`src/rtl/pkp_pkg.sv`:
```
package pkp_pkg;
    localparam int NIB_W  = 4;
    localparam int WORD_W = 9;

    typedef enum logic [1:0] {
        BUS_8BIT = 2'd0,
        BUS_9BIT = 2'd1
    } bus_sel_e;

    function automatic logic [WORD_W-1:0] pack_word(
        input logic [NIB_W-1:0] first_nib,
        input logic [NIB_W-1:0] second_nib,
        input logic             data_flag
    );
        return {data_flag, second_nib, first_nib};
    endfunction
endpackage

```
`src/rtl/pkp_addr_gen.sv`:
```
module pkp_addr_gen #(
    parameter int ADDR_W = 16,
    parameter int LEN_W  = 9,
    parameter int ROW_W  = 8
) (
    input  logic              clk,
    input  logic              rst_n,
    input  logic              launch,
    input  logic [LEN_W-1:0]  len_i,
    input  logic [ROW_W-1:0]  first_i,
    input  logic [ROW_W-1:0]  last_i,
    input  logic              rot_i,
    input  logic              advance,
    output logic              active,
    output logic              rd_en,
    output logic              rd_last,
    output logic [ADDR_W-1:0] addr_a,
    output logic [ADDR_W-1:0] addr_b
);
    localparam logic [LEN_W:0]  LEN_TWO  = (LEN_W+1)'(2);
    localparam logic [ROW_W:0]  ROW_TWO  = (ROW_W+1)'(2);
    localparam logic [ADDR_W-1:0] A_ONE  = ADDR_W'(1);
    localparam logic [ADDR_W-1:0] A_TWO  = ADDR_W'(2);

    typedef struct packed {
        logic              active;
        logic              rot;
        logic [LEN_W-1:0]  len;
        logic [ROW_W-1:0]  last_row;
        logic [ROW_W-1:0]  y;
        logic [LEN_W-1:0]  x;
        logic [ADDR_W-1:0] ptr;
    } walk_t;

    walk_t walk_d, walk_q;
    logic [ROW_W-1:0] y0;
    logic             row_done;

    always_comb begin
        walk_d   = walk_q;
        rd_en    = 1'b0;
        rd_last  = 1'b0;
        row_done = 1'b0;
        y0       = rot_i ? first_i : {first_i[ROW_W-1:1], 1'b0};
        if (!walk_q.active) begin
            if (launch) begin
                walk_d.active   = 1'b1;
                walk_d.rot      = rot_i;
                walk_d.len      = len_i;
                walk_d.last_row = last_i;
                walk_d.x        = '0;
                walk_d.y        = y0;
                walk_d.ptr      = ADDR_W'(y0) * ADDR_W'(len_i);
            end
        end else if (advance) begin
            rd_en = 1'b1;
            if (walk_q.rot) begin
                row_done   = ({1'b0, walk_q.x} + LEN_TWO) >= {1'b0, walk_q.len};
                rd_last    = row_done && (walk_q.y == walk_q.last_row);
                walk_d.ptr = walk_q.ptr + A_TWO;
                if (row_done) begin
                    walk_d.x = '0;
                    walk_d.y = walk_q.y + ROW_W'(1);
                end else begin
                    walk_d.x = walk_q.x + LEN_W'(2);
                end
            end else begin
                row_done = (walk_q.x == walk_q.len - LEN_W'(1));
                rd_last  = row_done && (({1'b0, walk_q.y} + ROW_TWO) > {1'b0, walk_q.last_row});
                if (row_done) begin
                    walk_d.x   = '0;
                    walk_d.y   = walk_q.y + ROW_W'(2);
                    walk_d.ptr = walk_q.ptr + A_ONE + ADDR_W'(walk_q.len);
                end else begin
                    walk_d.x   = walk_q.x + LEN_W'(1);
                    walk_d.ptr = walk_q.ptr + A_ONE;
                end
            end
            if (rd_last) walk_d.active = 1'b0;
        end
    end

    always_ff @(posedge clk or negedge rst_n) begin
        if (!rst_n) walk_q <= '0;
        else        walk_q <= walk_d;
    end

    assign active = walk_q.active;
    assign addr_a = walk_q.ptr;
    assign addr_b = walk_q.ptr + (walk_q.rot ? A_ONE : ADDR_W'(walk_q.len));


    col_range_chk: assert property (@(posedge clk) disable iff (!rst_n)
        rd_en |-> (walk_q.x < walk_q.len));


    rot_even_col_chk: assert property (@(posedge clk) disable iff (!rst_n)
        (rd_en && walk_q.rot) |-> !walk_q.x[0]);


    launch_idle_chk: assert property (@(posedge clk) disable iff (!rst_n)
        (walk_q.active && launch) |=> $stable(walk_q.len));
endmodule

```
`src/rtl/pkp_fmt.sv`:
```
module pkp_fmt
    import pkp_pkg::*;
#(
    parameter int PIX_W = 8
) (
    input  logic [PIX_W-1:0]  pix_a,
    input  logic [PIX_W-1:0]  pix_b,
    input  logic              nine_bit,
    output logic [WORD_W-1:0] word
);
    logic unused_low_bits;
    assign unused_low_bits = ^{pix_a[PIX_W-NIB_W-1:0], pix_b[PIX_W-NIB_W-1:0]};
    assign word = pack_word(pix_a[PIX_W-1 -: NIB_W], pix_b[PIX_W-1 -: NIB_W], nine_bit);
endmodule

```
`src/rtl/pkp_top.sv`:
```
module pkp_top
    import pkp_pkg::*;
#(
    parameter int PIX_W  = 8,
    parameter int ADDR_W = 16,
    parameter int LEN_W  = 9,
    parameter int ROW_W  = 8
) (
    input  logic              clk,
    input  logic              rst_n,
    input  logic              start,
    input  logic [LEN_W-1:0]  cfg_line_len,
    input  logic [ROW_W-1:0]  cfg_row_first,
    input  logic [ROW_W-1:0]  cfg_row_last,
    input  logic              cfg_rotated,
    input  logic [1:0]        cfg_bus_sel,
    output logic              rd_en,
    output logic [ADDR_W-1:0] rd_addr_a,
    output logic [ADDR_W-1:0] rd_addr_b,
    input  logic [PIX_W-1:0]  rd_data_a,
    input  logic [PIX_W-1:0]  rd_data_b,
    output logic              out_valid,
    input  logic              out_ready,
    output logic [WORD_W-1:0] out_word,
    output logic              out_dc,
    output logic              out_last,
    output logic              busy,
    output logic              err
);
    typedef struct packed {
        logic pend;
        logic last;
        logic nine;
        logic err;
    } ctl_t;

    ctl_t ctl_d, ctl_q;
    logic gen_active, gen_last, advance, bus_ok, launch;

    assign bus_ok  = (cfg_bus_sel == BUS_8BIT) || (cfg_bus_sel == BUS_9BIT);
    assign busy    = gen_active || ctl_q.pend;
    assign launch  = start && !busy && bus_ok;
    assign advance = !ctl_q.pend || out_ready;

    pkp_addr_gen #(.ADDR_W(ADDR_W), .LEN_W(LEN_W), .ROW_W(ROW_W)) u_gen (
        .clk     (clk),
        .rst_n   (rst_n),
        .launch  (launch),
        .len_i   (cfg_line_len),
        .first_i (cfg_row_first),
        .last_i  (cfg_row_last),
        .rot_i   (cfg_rotated),
        .advance (advance),
        .active  (gen_active),
        .rd_en   (rd_en),
        .rd_last (gen_last),
        .addr_a  (rd_addr_a),
        .addr_b  (rd_addr_b)
    );

    pkp_fmt #(.PIX_W(PIX_W)) u_fmt (
        .pix_a    (rd_data_a),
        .pix_b    (rd_data_b),
        .nine_bit (ctl_q.nine),
        .word     (out_word)
    );

    always_comb begin
        ctl_d = ctl_q;
        if (start && !busy) ctl_d.err = !bus_ok;
        if (launch) ctl_d.nine = (cfg_bus_sel == BUS_9BIT);
        if (rd_en) begin
            ctl_d.pend = 1'b1;
            ctl_d.last = gen_last;
        end else if (out_ready) begin
            ctl_d.pend = 1'b0;
        end
    end

    always_ff @(posedge clk or negedge rst_n) begin
        if (!rst_n) ctl_q <= '0;
        else        ctl_q <= ctl_d;
    end

    assign out_valid = ctl_q.pend;
    assign out_last  = ctl_q.pend && ctl_q.last;
    assign out_dc    = busy && !ctl_q.nine;
    assign err       = ctl_q.err;


    stall_hold_chk: assert property (@(posedge clk) disable iff (!rst_n)
        (out_valid && !out_ready) |=> (out_valid && $stable(out_last)));


    no_refill_in_stall_chk: assert property (@(posedge clk) disable iff (!rst_n)
        (out_valid && !out_ready) |-> !rd_en);


    nine_flag_chk: assert property (@(posedge clk) disable iff (!rst_n)
        (out_valid && ctl_q.nine) |-> (out_word[8] && !out_dc));


    dc_data_chk: assert property (@(posedge clk) disable iff (!rst_n)
        (out_valid && !ctl_q.nine) |-> (out_dc && !out_word[8]));


    err_quiet_chk: assert property (@(posedge clk) disable iff (!rst_n)
        err |-> (!busy && !out_valid));


    last_with_valid_chk: assert property (@(posedge clk) disable iff (!rst_n)
        out_last |-> out_valid);


    busy_start_ignored_chk: assert property (@(posedge clk) disable iff (!rst_n)
        (busy && start) |=> $stable(ctl_q.nine));
endmodule

```
`config.mk`:
```
export PLATFORM = sky130hd
export DESIGN_NAME = pkp_top
export DESIGN_NICKNAME = d
export VERILOG_FILES = /design/src/rtl/pkp_pkg.sv /design/src/rtl/pkp_addr_gen.sv /design/src/rtl/pkp_fmt.sv /design/src/rtl/pkp_top.sv
export SDC_FILE = /design/constraint.sdc
export NUM_CORES = 1
export LEC_CHECK = 0
export CAP_MARGIN = 10
export CELL_PAD_IN_SITES_DETAIL_PLACEMENT = 0
export CELL_PAD_IN_SITES_GLOBAL_PLACEMENT = 2
export CORE_ASPECT_RATIO = 1.4
export CORE_MARGIN = 3
export CORE_UTILIZATION = 37
export CTS_CLUSTER_DIAMETER = 150
export DETAILED_ROUTE_END_ITERATION = 7
export PLACE_DENSITY = 0.85
export SKIP_CTS_REPAIR_TIMING = 1
export SLEW_MARGIN = 15
export SYNTH_ARGS = -nofsm -noshare
export SYNTH_HDL_FRONTEND = slang
export SYNTH_SLANG_ARGS = --single-unit
```
`constraint.sdc`:
```
create_clock -name clk -period 7.85 [get_ports clk]
set_clock_uncertainty 0.1 [all_clocks]
set_input_delay 1.57 -clock clk [delete_from_list [all_inputs] [get_ports clk]]
set_output_delay 1.57 -clock clk [all_outputs]
set_load 0.005 [all_outputs]
```
==> flow_summary.ini <==
[run_status]
status = completed

[setup_path]
worstPathRequired_ns = 7.92
ff2ff_setup_slack_ns = 4.01
worstSetupPathType = in -> reg
cp-end-kind = flop
critical-path-max-stage-delay_ns = 0.75
cp_max_fo = 10
worstPathCellList = clkdlybuf4s50_1 > nand2_1 > fa_1 > fa_1 > inv_1 > fa_1 > inv_1 > fa_1 > inv_1 > ha_1 > o21ai_0 > inv_1 > and2_1 > o31ai_1 > o21ai_0 > xor2_1 > nand2_1 > o21ai_1
cp_data_arrival_time_ns = 6.31
timing.critical_path.from_type = primary input
slowest_cell_on_the_critical_path = sky130_fd_sc_hd__clkdlybuf4s50_1
ff2ff_path_depth = 12

[clock_tree]
clock_tree.buffer_depth = 2
clock_tree.htree_level_count = 2
cts_root_buf = sky130_fd_sc_hd__clkbuf_16
tritoncts_clock_tree = yes
clock_insertion_delay_worst_skew_ns = 0.31
clkSlewWorstSetupHoldPaths_ns = 0.08
cts.sinks = 56
tritoncts_buffers = 5

[synthesis]
synth_seq_cells = 56
async_reset_ff_frac = 1.00
synth.yosys.seq_area_share = 0.180
yosysWarningCount = 0
avgSynthCellArea_sq_um = 8.08
syn-num-nets = 1134
netlist_area_sq_mm = 0.00780
synthCells = 966
synth_cell_type_count = 80
synth_top_flop_cell = sky130_fd_sc_hd__dfrtp_1
edff_count_synth = 0

[sta]
slew_viol_final = 0
max_freq_mhz = 160
setup_viol = 0
finalCritPeriodShare = 0.795
finalSetupTns_ns = 0
slew-limit-headroom = 0.283
worst_slew_pin_slew_ns = 1.08
setup_ws_ns = 1.61
hold_violations = 0
rsz_0062_raised_after_global_routing = false
finalWorstPathRequiredPeriod_ns = 6.24

[finish]
final_net_count = 1145
fin_util = 0.419
num-fill-cells = 2181
final_layout_size_suffix_gt1_frac = 0.0358
insertedDiodeCount = 0
area_growth_syn_to_layout_pct = 10.7

[min_path]
whs_path_depth = 2
min_path_type = reg -> reg

[detailed_routing]
antenna_left = 0
drtPass1Iterations = 4
routed_via_density = 5.56
detail_route.wl_per_cell_um = 17.7
vias = 6857
drt_wl_total_um = 21900
first_iter_violations = 392
detail_route.drc_violations = 0

[floorplan]
row_count = 62
die_height_um = 178
initial_core_util = 0.378
die_area_sq_mm = 0.0229
core_region_area_sq_mm = 0.0206
floorplan.die.width_um = 129
pin_count = 95

[place]
pre_cts_setup_slack_ns = 1.22
dp_hpwl_um = 17400
port_buffers = 70
gp_congestion = 0.850

[grt]
overflow = 0
grt_pass1_vias = 6812
grt_start_max_net_pins = 57
groute.usage.overall = 0.196
grt_first_pass_wirelength_um = 35800
grt_antenna_before_repair = 0

[job]
drv.max_cap_violation_count = 0

[power_and_ir_drop]
power_per_cell_area_mw_per_mm2 = 175
report.power.total_mw = 1.51
power_leakage_nw = 3.99
max-vdd-ir-drop_mv = 0.109
## sequential cells by signal, indices dropped and copies added, names as in the netlist
name / flops
err: 1
u_gen.active: 1
ctl_q: 2
u_gen.addr_a: 16
u_gen.walk_q: 35
out_valid: 1
## Yosys cell counts, types with 15 or more instances
library cell,instances,area [sq um]
sky130_fd_sc_hd__nand3_1,25,125
sky130_fd_sc_hd__o21ai_0,63,315
sky130_fd_sc_hd__inv_1,97,364
sky130_fd_sc_hd__xor2_1,33,289
sky130_fd_sc_hd__a21oi_1,32,160
sky130_fd_sc_hd__nor2_1,56,210
sky130_fd_sc_hd__buf_4,25,188
sky130_fd_sc_hd__dfrtp_1,56,1400
sky130_fd_sc_hd__ha_1,77,963
sky130_fd_sc_hd__and2_1,52,325
sky130_fd_sc_hd__nor3_1,19,95.1
sky130_fd_sc_hd__fa_1,43,861
sky130_fd_sc_hd__xnor2_1,43,377
sky130_fd_sc_hd__clkbuf_1,35,131
sky130_fd_sc_hd__and3_1,15,93.8
sky130_fd_sc_hd__nand2_1,103,387
## layout by cell type (no fill, tap or decap), types with 5 or more instances in the layout
cell / synthesis / layout
sky130_fd_sc_hd__a211oi_1: 6 / 6
sky130_fd_sc_hd__a21o_1: 12 / 12
sky130_fd_sc_hd__a21oi_1: 32 / 32
sky130_fd_sc_hd__a221oi_1: 5 / 5
sky130_fd_sc_hd__a22oi_1: 5 / 5
sky130_fd_sc_hd__a31oi_1: 12 / 12
sky130_fd_sc_hd__and2_1: 52 / 52
sky130_fd_sc_hd__and3_1: 15 / 15
sky130_fd_sc_hd__clkbuf_16: 0 / 5
sky130_fd_sc_hd__clkdlybuf4s50_1: 0 / 69
sky130_fd_sc_hd__dfrtp_1: 56 / 56
sky130_fd_sc_hd__fa_1: 43 / 43
sky130_fd_sc_hd__ha_1: 77 / 77
sky130_fd_sc_hd__inv_1: 97 / 97
sky130_fd_sc_hd__mux2i_1: 5 / 5
sky130_fd_sc_hd__nand2_1: 103 / 103
sky130_fd_sc_hd__nand2b_1: 7 / 7
sky130_fd_sc_hd__nand3_1: 25 / 25
sky130_fd_sc_hd__nand4_1: 11 / 11
sky130_fd_sc_hd__nor2_1: 56 / 55
sky130_fd_sc_hd__nor3_1: 19 / 19
sky130_fd_sc_hd__o2111ai_1: 6 / 6
sky130_fd_sc_hd__o211ai_1: 8 / 8
sky130_fd_sc_hd__o21a_1: 5 / 5
sky130_fd_sc_hd__o21ai_0: 63 / 63
sky130_fd_sc_hd__o22ai_1: 6 / 6
sky130_fd_sc_hd__o31ai_1: 10 / 10
sky130_fd_sc_hd__or2_2: 5 / 5
sky130_fd_sc_hd__xnor2_1: 43 / 43
sky130_fd_sc_hd__xor2_1: 33 / 33
## worst max-delay path: cells and delay by family
| kind | cells | cell delay [ns] |
|---|---|---|
| buffers and inverters | 5 | 0.99 |
| AOI/OAI and AO/OA | 4 | 0.77 |
| xor gates and xnor gates | 1 | 0.16 |
| and+or+nand+nor | 3 | 0.38 |
| adders and majority gates | 5 | 2.47 |
## power breakdown
part / total, mW / internal [mW] / switching (mW)
logic: 0.873 / 0.413 / 0.461
clock network: 0.239 / 0.120 / 0.119
registers: 0.400 / 0.314 / 0.0856
## path summary, 6_finish.rpt
| kind | start | endpoint |
|---|---|---|
| min in group asynchronous | rst_n | u_gen.walk_q[34]$_DFFE_PN0P_ |
| setup / recovery | cfg_row_first[7] | u_gen.addr_a[13]$_DFFE_PN0P_ |
| hold reg to reg | ctl_q[2]$_DFFE_PN0P_ | ctl_q[2]$_DFFE_PN0P_ |
| setup reg to reg | u_gen.addr_a[1]$_DFFE_PN0P_ | u_gen.addr_a[13]$_DFFE_PN0P_ |
| max in group asynchronous | rst_n | u_gen.addr_a[10]$_DFFE_PN0P_ |
| hold / removal | ctl_q[2]$_DFFE_PN0P_ | ctl_q[2]$_DFFE_PN0P_ |
## cell families after synthesis
family	count (synthesis)	synth area share
and+or+nand+nor	321	0.207
AOI/OAI and AO/OA	218	0.191
buffers and inverters	168	0.0936
adders and majority gates	120	0.234
muxes	7	0.00978
xor gates and xnor gates	76	0.0853
DFF	56	0.180
## per-layer routing
metal,part of all wire,vias to the layer above,global-route usage
li1,-,3349,-
met1,0.43,3363,0.247
met2,0.52,120,0.356
met3,0.022,25,0.0108
met4,0.023,0,0.0556
met5,0,-,0
## area by class of cell
| cell class | instances | area [sq um] | share of cell area |
|---|---|---|---|
| tap | 256 | 320 | 0.0371 |
| clock inverter | 3 | 21.3 | 0.00246 |
| timing repair buffer | 73 | 718 | 0.0831 |
| sequential | 56 | 1400 | 0.162 |
| clock buffer | 5 | 125 | 0.0145 |
| multi-input combinational | 742 | 5680 | 0.658 |
| inverter | 99 | 372 | 0.0430 |
## metrics by stage
step	instance area (sq um)	instances	hold slack, ns
floorplan	7800	966	0.342
global placement	8490	1226	0.359
detailed placement	8490	1226	0.367
CTS	8640	1234	0.388
global route	8640	1234	0.434
finish	8640	1234	0.385
Note: power is estimated with default switching activity, not from simulation.
